## src/rtl/spim_pkg.sv

```systemverilog
package spim_pkg;

  localparam int BYTE_W       = 8;
  localparam int ADDR_W       = 3;
  localparam int HALF_EXP_MAX = 11;

  localparam logic [ADDR_W-1:0] A_CTRL = 3'd0;
  localparam logic [ADDR_W-1:0] A_STAT = 3'd1;
  localparam logic [ADDR_W-1:0] A_DATA = 3'd2;
  localparam logic [ADDR_W-1:0] A_SEL  = 3'd3;
  localparam logic [ADDR_W-1:0] A_EXT  = 3'd4;

  localparam int CTL_EN  = 6;
  localparam int CTL_POL = 3;
  localparam int CTL_PHA = 2;

  localparam int ST_RXE = 0;
  localparam int ST_TXE = 2;
  localparam int ST_TXF = 3;

  // log2 of the half period in system clocks for a 4-bit rate code
  function automatic logic [3:0] half_exp(input logic [3:0] code);
    logic [3:0] e;
    case (code)
      4'b0000: e = 4'd0;
      4'b0001: e = 4'd1;
      4'b0100: e = 4'd2;
      4'b0010: e = 4'd3;
      4'b0011: e = 4'd4;
      4'b0101: e = 4'd5;
      4'b0110: e = 4'd6;
      4'b0111: e = 4'd7;
      4'b1000: e = 4'd8;
      4'b1001: e = 4'd9;
      4'b1010: e = 4'd10;
      default: e = 4'd11;
    endcase
    return e;
  endfunction

endpackage

```

## src/rtl/spim_fifo.sv

```systemverilog
module spim_fifo #(
  parameter int W     = 8,
  parameter int DEPTH = 4,
  localparam int AW   = (DEPTH > 1) ? $clog2(DEPTH) : 1,
  localparam int LW   = $clog2(DEPTH + 1)
) (
  input  logic          clk,
  input  logic          rst,
  input  logic          push,
  input  logic [W-1:0]  din,
  input  logic          pop,
  output logic [W-1:0]  dout,
  output logic          empty,
  output logic          full,
  output logic [LW-1:0] level
);

  logic [W-1:0]  mem [DEPTH];
  logic [AW-1:0] wp, rp;
  logic          do_push, do_pop;

  assign empty   = (level == '0);
  assign full    = (level == LW'(DEPTH));
  assign do_push = push && !full;
  assign do_pop  = pop && !empty;
  assign dout    = mem[rp];

  always_ff @(posedge clk) begin
    if (do_push) mem[wp] <= din;
  end

  always_ff @(posedge clk) begin
    if (rst) begin
      wp    <= '0;
      rp    <= '0;
      level <= '0;
    end else begin
      if (do_push) wp <= (wp == AW'(DEPTH - 1)) ? '0 : wp + 1'b1;
      if (do_pop)  rp <= (rp == AW'(DEPTH - 1)) ? '0 : rp + 1'b1;
      case ({do_push, do_pop})
        2'b10:   level <= level + 1'b1;
        2'b01:   level <= level - 1'b1;
        default: level <= level;
      endcase
    end
  end

endmodule

```

## src/rtl/spim_rate.sv

```systemverilog
module spim_rate #(
  parameter int CW = spim_pkg::HALF_EXP_MAX
) (
  input  logic       clk,
  input  logic       rst,
  input  logic       run,
  input  logic [3:0] code,
  output logic       tick
);

  logic [CW-1:0] cnt;
  logic [CW-1:0] lim;
  logic [3:0]    sh;

  always_comb begin
    sh  = spim_pkg::half_exp(code);
    lim = CW'((1 << sh) - 1);
  end

  assign tick = run && (cnt == lim);

  always_ff @(posedge clk) begin
    if (rst || !run)  cnt <= '0;
    else if (tick)    cnt <= '0;
    else              cnt <= cnt + 1'b1;
  end

endmodule

```

## src/rtl/spim_shift.sv

```systemverilog
module spim_shift #(
  parameter int W  = 8,
  localparam int EW = $clog2(2 * W)
) (
  input  logic         clk,
  input  logic         rst,
  input  logic         spe,
  input  logic         cpol,
  input  logic         cpha,
  input  logic         tick,
  input  logic         miso,
  input  logic         tx_avail,
  input  logic         rx_room,
  input  logic [W-1:0] tx_data,
  output logic         tx_take,
  output logic         busy,
  output logic         sck,
  output logic         mosi,
  output logic         rx_push,
  output logic [W-1:0] rx_data
);

  logic [W-1:0]  sreg;
  logic [EW-1:0] edge_i;
  logic          latch;
  logic          last_edge, samp_edge;

  assign tx_take   = spe && !busy && tx_avail && rx_room && !rx_push;
  assign last_edge = (edge_i == EW'(2 * W - 1));
  assign samp_edge = (edge_i[0] == cpha);

  always_ff @(posedge clk) begin
    if (rst) begin
      busy    <= 1'b0;
      sck     <= 1'b0;
      mosi    <= 1'b0;
      sreg    <= '0;
      edge_i  <= '0;
      latch   <= 1'b0;
      rx_push <= 1'b0;
      rx_data <= '0;
    end else begin
      rx_push <= 1'b0;
      if (!spe) begin
        busy <= 1'b0;
        sck  <= cpol;
      end else if (!busy) begin
        sck <= cpol;
        if (tx_take) begin
          busy   <= 1'b1;
          sreg   <= tx_data;
          mosi   <= tx_data[W-1];
          edge_i <= '0;
        end
      end else if (tick) begin
        sck    <= ~sck;
        edge_i <= edge_i + 1'b1;
        if (last_edge) begin
          busy    <= 1'b0;
          rx_push <= 1'b1;
          rx_data <= {sreg[W-2:0], cpha ? miso : latch};
        end else if (samp_edge) begin
          latch <= miso;
        end else if (edge_i != '0) begin
          sreg <= {sreg[W-2:0], latch};
          mosi <= sreg[W-2];
        end
      end
    end
  end

endmodule

```

## src/rtl/spi_byte_master.sv

```systemverilog
module spi_byte_master #(
  parameter int FIFO_DEPTH = 4,
  parameter int SEL_W      = 4,
  localparam int BW        = spim_pkg::BYTE_W,
  localparam int LW        = $clog2(FIFO_DEPTH + 1)
) (
  input  logic                        clk,
  input  logic                        rst,
  input  logic [spim_pkg::ADDR_W-1:0] reg_addr,
  input  logic                        reg_wr,
  input  logic                        reg_rd,
  input  logic [BW-1:0]               reg_wdata,
  output logic [BW-1:0]               reg_rdata,
  output logic                        sck,
  output logic                        mosi,
  input  logic                        miso,
  output logic [SEL_W-1:0]            sel
);
  import spim_pkg::*;

  logic             spe_q, cpol_q, cpha_q;
  logic [1:0]       rate_q, ext_q;
  logic [SEL_W-1:0] sel_q;
  logic [BW-1:0]    last_q, rd_mux;

  logic          tx_push, tx_take, tx_empty, tx_full;
  logic [BW-1:0] tx_dout;
  logic [LW-1:0] tx_level;
  logic          rx_pop, rx_push, rx_empty, rx_full;
  logic [BW-1:0] rx_dout, rx_byte;
  logic [LW-1:0] rx_level;
  logic          shf_busy, tick;

  assign tx_push = reg_wr && (reg_addr == A_DATA) && spe_q && !tx_full;
  assign rx_pop  = reg_rd && (reg_addr == A_DATA) && !rx_empty;
  assign sel     = sel_q;

  always_ff @(posedge clk) begin
    if (rst) begin
      spe_q  <= 1'b0;
      cpol_q <= 1'b0;
      cpha_q <= 1'b0;
      rate_q <= '0;
      ext_q  <= '0;
      sel_q  <= '0;
    end else if (reg_wr) begin
      case (reg_addr)
        A_CTRL: begin
          spe_q  <= reg_wdata[CTL_EN];
          cpol_q <= reg_wdata[CTL_POL];
          cpha_q <= reg_wdata[CTL_PHA];
          rate_q <= reg_wdata[1:0];
        end
        A_SEL:   sel_q <= reg_wdata[SEL_W-1:0];
        A_EXT:   ext_q <= reg_wdata[1:0];
        default: ;
      endcase
    end
  end

  always_comb begin
    rd_mux = '0;
    case (reg_addr)
      A_CTRL: begin
        rd_mux[CTL_EN]  = spe_q;
        rd_mux[CTL_POL] = cpol_q;
        rd_mux[CTL_PHA] = cpha_q;
        rd_mux[1:0]     = rate_q;
      end
      A_STAT: begin
        rd_mux[ST_RXE] = rx_empty;
        rd_mux[ST_TXE] = tx_empty;
        rd_mux[ST_TXF] = tx_full;
      end
      A_DATA:  rd_mux = rx_empty ? last_q : rx_dout;
      A_SEL:   rd_mux = BW'(sel_q);
      A_EXT:   rd_mux[1:0] = ext_q;
      default: rd_mux = '0;
    endcase
  end

  always_ff @(posedge clk) begin
    if (rst) begin
      reg_rdata <= '0;
      last_q    <= '0;
    end else if (reg_rd) begin
      reg_rdata <= rd_mux;
      if (rx_pop) last_q <= rx_dout;
    end
  end

  spim_fifo #(.W(BW), .DEPTH(FIFO_DEPTH)) u_txq (
    .clk(clk), .rst(rst), .push(tx_push), .din(reg_wdata), .pop(tx_take),
    .dout(tx_dout), .empty(tx_empty), .full(tx_full), .level(tx_level)
  );

  spim_fifo #(.W(BW), .DEPTH(FIFO_DEPTH)) u_rxq (
    .clk(clk), .rst(rst), .push(rx_push), .din(rx_byte), .pop(rx_pop),
    .dout(rx_dout), .empty(rx_empty), .full(rx_full), .level(rx_level)
  );

  spim_rate #(.CW(HALF_EXP_MAX)) u_rate (
    .clk(clk), .rst(rst), .run(shf_busy), .code({ext_q, rate_q}), .tick(tick)
  );

  spim_shift #(.W(BW)) u_shift (
    .clk(clk), .rst(rst), .spe(spe_q), .cpol(cpol_q), .cpha(cpha_q),
    .tick(tick), .miso(miso), .tx_avail(!tx_empty), .rx_room(!rx_full),
    .tx_data(tx_dout), .tx_take(tx_take), .busy(shf_busy), .sck(sck),
    .mosi(mosi), .rx_push(rx_push), .rx_data(rx_byte)
  );

endmodule

```

## config.mk

```make
export PLATFORM = sky130hd
export DESIGN_NAME = spi_byte_master
export DESIGN_NICKNAME = d
export VERILOG_FILES = /design/src/rtl/spim_pkg.sv /design/src/rtl/spim_fifo.sv /design/src/rtl/spim_rate.sv /design/src/rtl/spim_shift.sv /design/src/rtl/spi_byte_master.sv
export SDC_FILE = /design/constraint.sdc
export NUM_CORES = 1
export LEC_CHECK = 0
export BUFFER_PORTS_ARGS = -buffer_cell sky130_fd_sc_hd__buf_4
export CORE_UTILIZATION = 50
export DETAILED_ROUTE_END_ITERATION = 16
export HOLD_SLACK_MARGIN = 0.02
export PLACE_DENSITY = 0.66
export SYNTH_ARGS = -nofsm -noshare
export SYNTH_HDL_FRONTEND = slang
export SYNTH_HIERARCHICAL = 1
export SYNTH_SLANG_ARGS = --single-unit
```

## constraint.sdc

```tcl
create_clock -name clk -period 4.5 [get_ports clk]
set_clock_uncertainty 0.15 [all_clocks]
set_input_delay 0.225 -clock clk [delete_from_list [all_inputs] [get_ports clk]]
set_output_delay 0.225 -clock clk [all_outputs]
set_load 0.005 [all_outputs]
```

# Word level (Yosys, flattened, before mapping)
# Memory sizes are Yosys's and may differ from the RTL's. A register that Yosys moved wholly into a read port is not among the register bits.
# Index checks and enable logic that the tools add are counted.
word_totals:
  ramBits: 64
  reg_bits: 76
  memories: 3
  wordCells: 149
  latch_bits: 0
  inputBits: 16
  rom_bits: 64
  output_inout_bits: 14
mem_list:
  columns: ["memory", "words", "width", "read_ports", "rd_ports_with_merged_regs", "write_ports", "line_no", "text"]
  rows:
  - ["(name not given)", 16, 4, 1, 0, 0, "spim_pkg.sv:24", "case (code)"]
  - ["u_rxq.mem", 4, 8, 1, 1, 1, "spim_fifo.sv:18", "logic [W-1:0] mem [DEPTH];"]
  - ["u_txq.mem", 4, 8, 1, 1, 1, "spim_fifo.sv:18", null]
classes:
  n_lt_le_gt_ge: 0
  mux: 45
  bitwise_logic: 5
  shifts: 1
  div_mod_pow: 0
  n_mul: 0
  n_addsub: 11
  n_reduce_logical: 39
  n_eq_ne: 22
ops:
  columns: ["op", "n"]
  rows:
  - ["$mux W7", 6]
  - ["$mux W1", 20]
  - ["$mux W2", 9]
  - ["$logic_and A1 B1 Y1", 14]
  - ["$eq A2 B2 Y1 const B", 6]
  - ["$mux W4", 3]
  - ["$pmux W3 S2", 2]
  - ["$add A11 B1 Y11 const B", 1]
  - ["$eq A11 B11 Y1", 1]
  - ["$shl A1 B4 Y11 const A", 1]
  - ["$sub A11 B2 Y11 const B", 1]
  - ["$eq A3 B3 Y1 const B", 3]
  - ["$logic_not A3 Y1", 3]
  - ["$add A2 B1 Y2 const B", 4]
  - ["$mux W8", 1]
  - ["$ne A2 B2 Y1 const B", 4]
  - ["$pmux W2 S4", 1]
  - ["$reduce_and A2 Y1", 4]
  - ["$add A3 B1 Y3 const B", 2]
  - ["$eq A3 B2 Y1 const B", 2]
  - ["$logic_not A1 Y1", 6]
  - ["$reduce_and A6 Y1", 1]
  - ["$reduce_bool A2 Y1", 3]
  - ["$sub A3 B1 Y3 const B", 2]
  - ["17 further kinds", 23]

# Depth between registers and ports, before layout
depth:
  word_depth: 8
  ltp_mapped: 16
  mapped_depth_nobuf: 15

# Cells and area by module
# The synthesis kept the hierarchy.
by_module_without_submodules:
  columns: ["module", "area_each_um2", "seq_area_each_um2", "n_inst", "cells_each"]
  rows:
  - ["spim_fifo", 1647.8, 1141.1, 2, 96]
  - ["spi_byte_master", 1321.3, 540.5, 1, 144]
  - ["spim_rate", 1164.9, 220.2, 1, 143]
  - ["spim_shift", 1129.8, 480.5, 1, 122]

# Worst setup path before layout
# OpenSTA, ideal clock, no wires.
synth_timing:
  path_kind: "flip-flop to flip-flop"
  start: "reg rate_q[0]"
  end: "reg u_shift.mosi"
  t_required_ps: 4224
  path_buffers: 1
  path_stages_with_launch: 16
  t_arrival_ps: 4001
  path_slack_ps: 223
  setup_time_ps: 126
  period_less_slack_ps: 4277
  cell_sequence: "dfxtp_1 > inv_1 > ha_1 > or3_1 > a2111o_1 > ha_1 > xnor2_1 > nor2_1 > o2111ai_1 > a2111oi_0 > and2_2 > nand3_2 > a2111oi_4 > or2_1 > buf_6 > a21oi_2"
synth_between:
  elab_chain_cells: 7
synth_lines:
  columns: ["item", "line_no", "text"]
  rows:
  - ["from (decl)", "spi_byte_master.sv:22", "logic [1:0] rate_q, ext_q;"]
  - ["from (signal assigned)", "spi_byte_master.sv:52", "rate_q <= reg_wdata[1:0];"]
  - ["$mem_v2 Z16 W4", null, null]
  - ["$shl A1 B4 Y11", "spim_rate.sv:17", "lim = CW'((1 << sh) - 1);"]
  - ["$sub A11 B2 Y11", "spim_rate.sv:17", null]
  - ["$eq A11 B11 Y1", "spim_rate.sv:20", "assign tick = run && (cnt == lim);"]
  - ["$logic_and A1 B1 Y1", "spim_rate.sv:20", null]
  - ["net tick", "spi_byte_master.sv:32", "logic shf_busy, tick;"]
  - ["$ne A2 B2 Y1 (no source line)", null, null]
  - ["$reduce_and A6 Y1 (no source line)", null, null]
  - ["to (signal assigned)", "spim_shift.sv:52", "mosi <= tx_data[W-1];"]
  - ["to (signal assigned)", "spim_shift.sv:66", "mosi <= sreg[W-2];"]
  - ["to (decl)", "spim_shift.sv:18", "output logic mosi,"]
# The timed path passes the listed nets, and every way through them passes these cells.
# A chain may end at the register's enable or synchronous reset.

# Final worst setup path
layout_timing:
  start: "reg rate_q[1]"
  end: "reg u_shift.sreg[2]"
layout_between:
  elab_chain_cells: 7
layout_lines:
  columns: ["item", "line_no", "text"]
  rows:
  - ["$mem_v2 Z16 W4", null, null]
  - ["$shl A1 B4 Y11", "spim_rate.sv:17", null]
  - ["$sub A11 B2 Y11", "spim_rate.sv:17", null]
  - ["$eq A11 B11 Y1", "spim_rate.sv:20", null]
  - ["$logic_and A1 B1 Y1", "spim_rate.sv:20", null]
  - ["net tick", "spi_byte_master.sv:32", null]
  - ["$ne A2 B2 Y1 (no source line)", null, null]
  - ["$reduce_and A6 Y1 (no source line)", null, null]
  - ["to (signal assigned)", "spim_shift.sv:51", "sreg <= tx_data;"]
  - ["to (signal assigned)", "spim_shift.sv:65", "sreg <= {sreg[W-2:0], latch};"]
  - ["to (decl)", "spim_shift.sv:23", "logic [W-1:0] sreg;"]
# The timed path passes the listed nets, and every way through them passes these cells.

==> impl_summary.log <==
INFO  metric cp.arrival = 4380 ps
INFO  metric max-cap-violations = 0
INFO  metric power_frac_clock = 45.3%
INFO  metric grt_pass1_wl = 23.3 mm
INFO  metric synth_area = 0.00691 mm^2
INFO  metric slew_viol_final = 0
INFO  metric yosys.area_share.xor_xnor = 3.55%
INFO  metric placement.cell_area = 0.00725 mm^2
INFO  metric die-area = 0.0143 mm^2
INFO  metric achievable_frequency = 0.240 GHz
INFO  metric worst_slew_margin_rel = 43.8%
INFO  metric ys_async_sr_fraction = 0%
INFO  metric buffer_ports.inserted = 29
INFO  metric critical_path_class = reg2reg
INFO  metric final_cell_area = 0.00788 mm^2
INFO  metric gp_routability_congestion = 0.894
INFO  metric cts_tree = built
INFO  metric dpl.cell_count = 787
INFO  metric antenna_violations_before_repair = 0
INFO  metric antenna-diode-count = 0
INFO  metric vdd.ir_drop.worst = 0.337 mV
INFO  metric cts_made_buffers = 17
INFO  metric postCtsSetupRepairBufs = 0
INFO  metric yosysUniqueCellTypes = 77
INFO  metric worstSkewPairLatency = 430 ps
INFO  metric worstMarginPinSlew = 840 ps
INFO  metric synth_compound_gate_area_share = 11.9%
INFO  metric routed_wire_length_per_instance = 16.7 um
INFO  metric drive_gt1_share = 19.7%
INFO  metric hold_viol_final = 0
INFO  metric placement.setup.worst_slack = 181 ps
INFO  metric synth-seq-area-share = 51.0%
INFO  metric synth_flop_type = sky130_fd_sc_hd__dfxtp_1
INFO  metric worst_hold_path_type = in2reg
INFO  metric adder_cell_share_of_the_synthesized_area = 4.56%
INFO  metric postSynthCellCount = 601
INFO  metric finalCriticalPeriod = 4170 ps
INFO  metric dr.first_iter.drc_count = 457
INFO  metric main_combinational_cell_family_by_area_after_synthesis = simple AND/OR/NAND/NOR gates
INFO  metric core.rowCount = 42
INFO  metric clockBufferDepth = 2
INFO  metric first_global_vias = 4,674
INFO  metric internal_power = 0.00212 W
INFO  metric report.final.setup_viol = 0
INFO  metric post_synth_main_area_contributors = sky130_fd_sc_hd__edfxtp_1 28%, sky130_fd_sc_hd__dfxtp_1 23%, sky130_fd_sc_hd__mux4_2 5.2%
INFO  metric rsz0062_at_grt = false
INFO  metric top_level_ports = 30
INFO  metric outcome = finished clean
INFO  metric clk_pin_slew_worst_paths = 60 ps
INFO  metric netlist_top_cells_count = 80 x sky130_fd_sc_hd__dfxtp_1, 64 x sky130_fd_sc_hd__edfxtp_1, 45 x sky130_fd_sc_hd__nand2_1, 42 x sky130_fd_sc_hd__a21oi_1, 38 x sky130_fd_sc_hd__nor2_1
INFO  metric layout_cells_excl_fill = 830
INFO  metric coreArea = 0.0133 mm^2
INFO  metric layout_worst_path_cycle_share = 92.8%
INFO  metric routed_via_density = 5.61
INFO  metric dieHeight = 120 um
INFO  metric hpwl = 9.62 mm
INFO  metric synthesis.yosys.warnings = 6
INFO  metric cts_root_buf = sky130_fd_sc_hd__clkbuf_16
INFO  metric simple_gate_portion_of_the_synthesized_area = 13.9%
INFO  metric power_frac_seq = 50.4%
INFO  metric yosys.area.top_type_share = 27.8%
INFO  metric dr_total_vias = 4,653
INFO  metric largest_net_degree_at_the_start_of_global_routing = 59
INFO  metric total_negative_setup_slack = 0 ps
INFO  metric ctsHtreeMaxLevel = 4
INFO  metric synthMostInstantiatedCell = sky130_fd_sc_hd__dfxtp_1
INFO  metric die_w = 120 um
INFO  metric initial_utilization = 51.8%
INFO  metric synthMuxAreaShare = 10.9%
INFO  metric postLayoutCoreUtil = 59.0%
INFO  metric drcViolationCount = 0
INFO  metric post-synth-top-area-cell = sky130_fd_sc_hd__edfxtp_1
INFO  metric overflow = 0
INFO  metric global_route.usage.total = 21.2%
INFO  metric power_per_cell_area = 344 mW/mm^2
INFO  metric swShare = 21.7%
INFO  metric total_leakage_power = 2.85 nW
INFO  metric switchingPower = 0.000587 W
INFO  metric ys_seq_elements = 144
INFO  metric synthesis.nets = 641
INFO  metric timing.critical_path.fanout_max = 8
INFO  metric avgSynthCellArea = 11.5 um^2
INFO  metric number_of_enable_flip_flop_cells_after_synthesis = 64
INFO  metric final_nets = 681
INFO  metric clkSinkCount = 144
INFO  metric final_critical_path_setup_slack = 326 ps
INFO  metric drt-total-wl = 13.9 mm
INFO  metric crit_path_capture_type = register
INFO  metric ant_nets = 0
INFO  metric flow.area_growth_from_synthesis = 14.0%
INFO  metric worstSetupStartpointType = register
INFO  metric drt_first_pass_iters = 6
INFO  metric power.share.combinational = 4.2%
INFO  metric worst_ep_required_time = 4710 ps
==> cells by family (layout without fill, tap and decap cells) <==
family / count (synthesis) / after routing
simple gates: 176 / 176
flops: 144 / 144
compound gates: 118 / 118
buf+inv: 57 / 110
mux: 54 / 54
xor+xnor: 28 / 28
fa+ha+maj: 24 / 24
==> metrics by stage <==
stage / hold WS [ps] / total power [W]
after CTS: 88.6 / 0.00274
final: 117 / 0.00271
after global routing: 120 / 0.00280
after floorplan: 148 / 0.00147
after global placement: 274 / 0.00150
after detailed placement: 280 / 0.00150
==> metal layers <==
metal | up-vias | share of wire [%] | GRT usage (%)
met5 | - | 0 | 0
met4 | 0 | 1.0 | 6.33
met3 | 10 | 4.4 | 5.56
met2 | 112 | 48 | 33.7
met1 | 2255 | 47 | 28.6
li1 | 2276 | - | -
==> cell usage in the layout (no fill, tap or decap), types with 4 or more instances in the layout <==
| cell | n |
|---|---|
| sky130_fd_sc_hd__buf_4 | 40 |
| sky130_fd_sc_hd__nand3_1 | 25 |
| sky130_fd_sc_hd__and3_2 | 4 |
| sky130_fd_sc_hd__o21ai_0 | 17 |
| sky130_fd_sc_hd__mux2_2 | 9 |
| sky130_fd_sc_hd__clkbuf_16 | 17 |
| sky130_fd_sc_hd__nor3_1 | 7 |
| sky130_fd_sc_hd__and3_1 | 8 |
| sky130_fd_sc_hd__ha_1 | 22 |
| sky130_fd_sc_hd__clkinvlp_4 | 4 |
| sky130_fd_sc_hd__a21oi_2 | 8 |
| sky130_fd_sc_hd__xor2_1 | 12 |
| sky130_fd_sc_hd__dfxtp_1 | 80 |
| sky130_fd_sc_hd__xnor2_1 | 16 |
| sky130_fd_sc_hd__or3_1 | 4 |
| sky130_fd_sc_hd__o31ai_1 | 12 |
| sky130_fd_sc_hd__mux4_2 | 16 |
| sky130_fd_sc_hd__nor2b_1 | 5 |
| sky130_fd_sc_hd__inv_1 | 26 |
| sky130_fd_sc_hd__a21oi_1 | 42 |
| sky130_fd_sc_hd__or3b_2 | 5 |
| sky130_fd_sc_hd__edfxtp_1 | 64 |
| sky130_fd_sc_hd__nand2b_1 | 6 |
| sky130_fd_sc_hd__or3b_1 | 5 |
| sky130_fd_sc_hd__a211oi_1 | 4 |
| sky130_fd_sc_hd__dlygate4sd3_1 | 11 |
| sky130_fd_sc_hd__a22oi_1 | 4 |
| sky130_fd_sc_hd__nor2_1 | 38 |
| sky130_fd_sc_hd__nand2_1 | 45 |
| sky130_fd_sc_hd__mux2i_1 | 29 |
==> worst paths after layout <==
check,from,to,slack [ps],depth (start not counted)
max,rate_q[1],u_shift/sreg[2],330,15
min,reg_addr[2],reg_rdata[0],120,3
max reg2reg,rate_q[1],u_shift/sreg[2],330,15
min reg2reg,reg_rdata[7],reg_rdata[7],300,2
==> power groups by stage <==
stage / Sequential, W / Combinational [W] / Clock, W
final: 0.00137 / 0.000114 / 0.00123
after detailed placement: 0.00139 / 0.000106 / 0
after global placement: 0.00139 / 0.000103 / 0
after global routing: 0.00137 / 0.000126 / 0.00131
after floorplan: 0.00139 / 0.0000724 / 0
after CTS: 0.00137 / 0.000114 / 0.00126
==> flip-flops by register name (all words and copies together) (netlist names), 3 cells and up, named ones only <==
register and cells:
u_rxq/mem 32, u_txq/mem 32, u_rate/cnt 11, last_q 8, reg_rdata 8, u_shift/rx_data 8
u_shift/sreg 7, sel 4, u_shift/edge_i 4, u_rxq/level 3, u_txq/level 3
==> layout make-up <==
cell class              count  area [um^2]
fillers                  1101         5470
multi-input cells         400         3110
well taps                 176          220
flip-flops and latches    144         3520
inverters                  27          101
clock inverters            11         68.8
clock buffers              21          450
repair buffers             51          410
==> critical path: stages (launching register included) <==
cell and delay, ps:
sky130_fd_sc_hd__dfxtp_1 450, sky130_fd_sc_hd__inv_1 140, sky130_fd_sc_hd__ha_1 330, sky130_fd_sc_hd__or3_1 380
sky130_fd_sc_hd__a2111o_1 460, sky130_fd_sc_hd__ha_1 290, sky130_fd_sc_hd__o311a_1 150, sky130_fd_sc_hd__o21ai_0 110
sky130_fd_sc_hd__xnor2_1 130, sky130_fd_sc_hd__a2111oi_2 380, sky130_fd_sc_hd__and2_2 260, sky130_fd_sc_hd__nand3_2 140
sky130_fd_sc_hd__a2111oi_4 330, sky130_fd_sc_hd__buf_4 220, sky130_fd_sc_hd__o31ai_1 90, sky130_fd_sc_hd__a21oi_2 110
==> timing repair <==
item                       CTS  global route
hold buffers                11             0
resized for setup            0             1
hold endpoints to repair    46             0
setup endpoints to repair    0             8
Power figures use the tool's default switching activity.
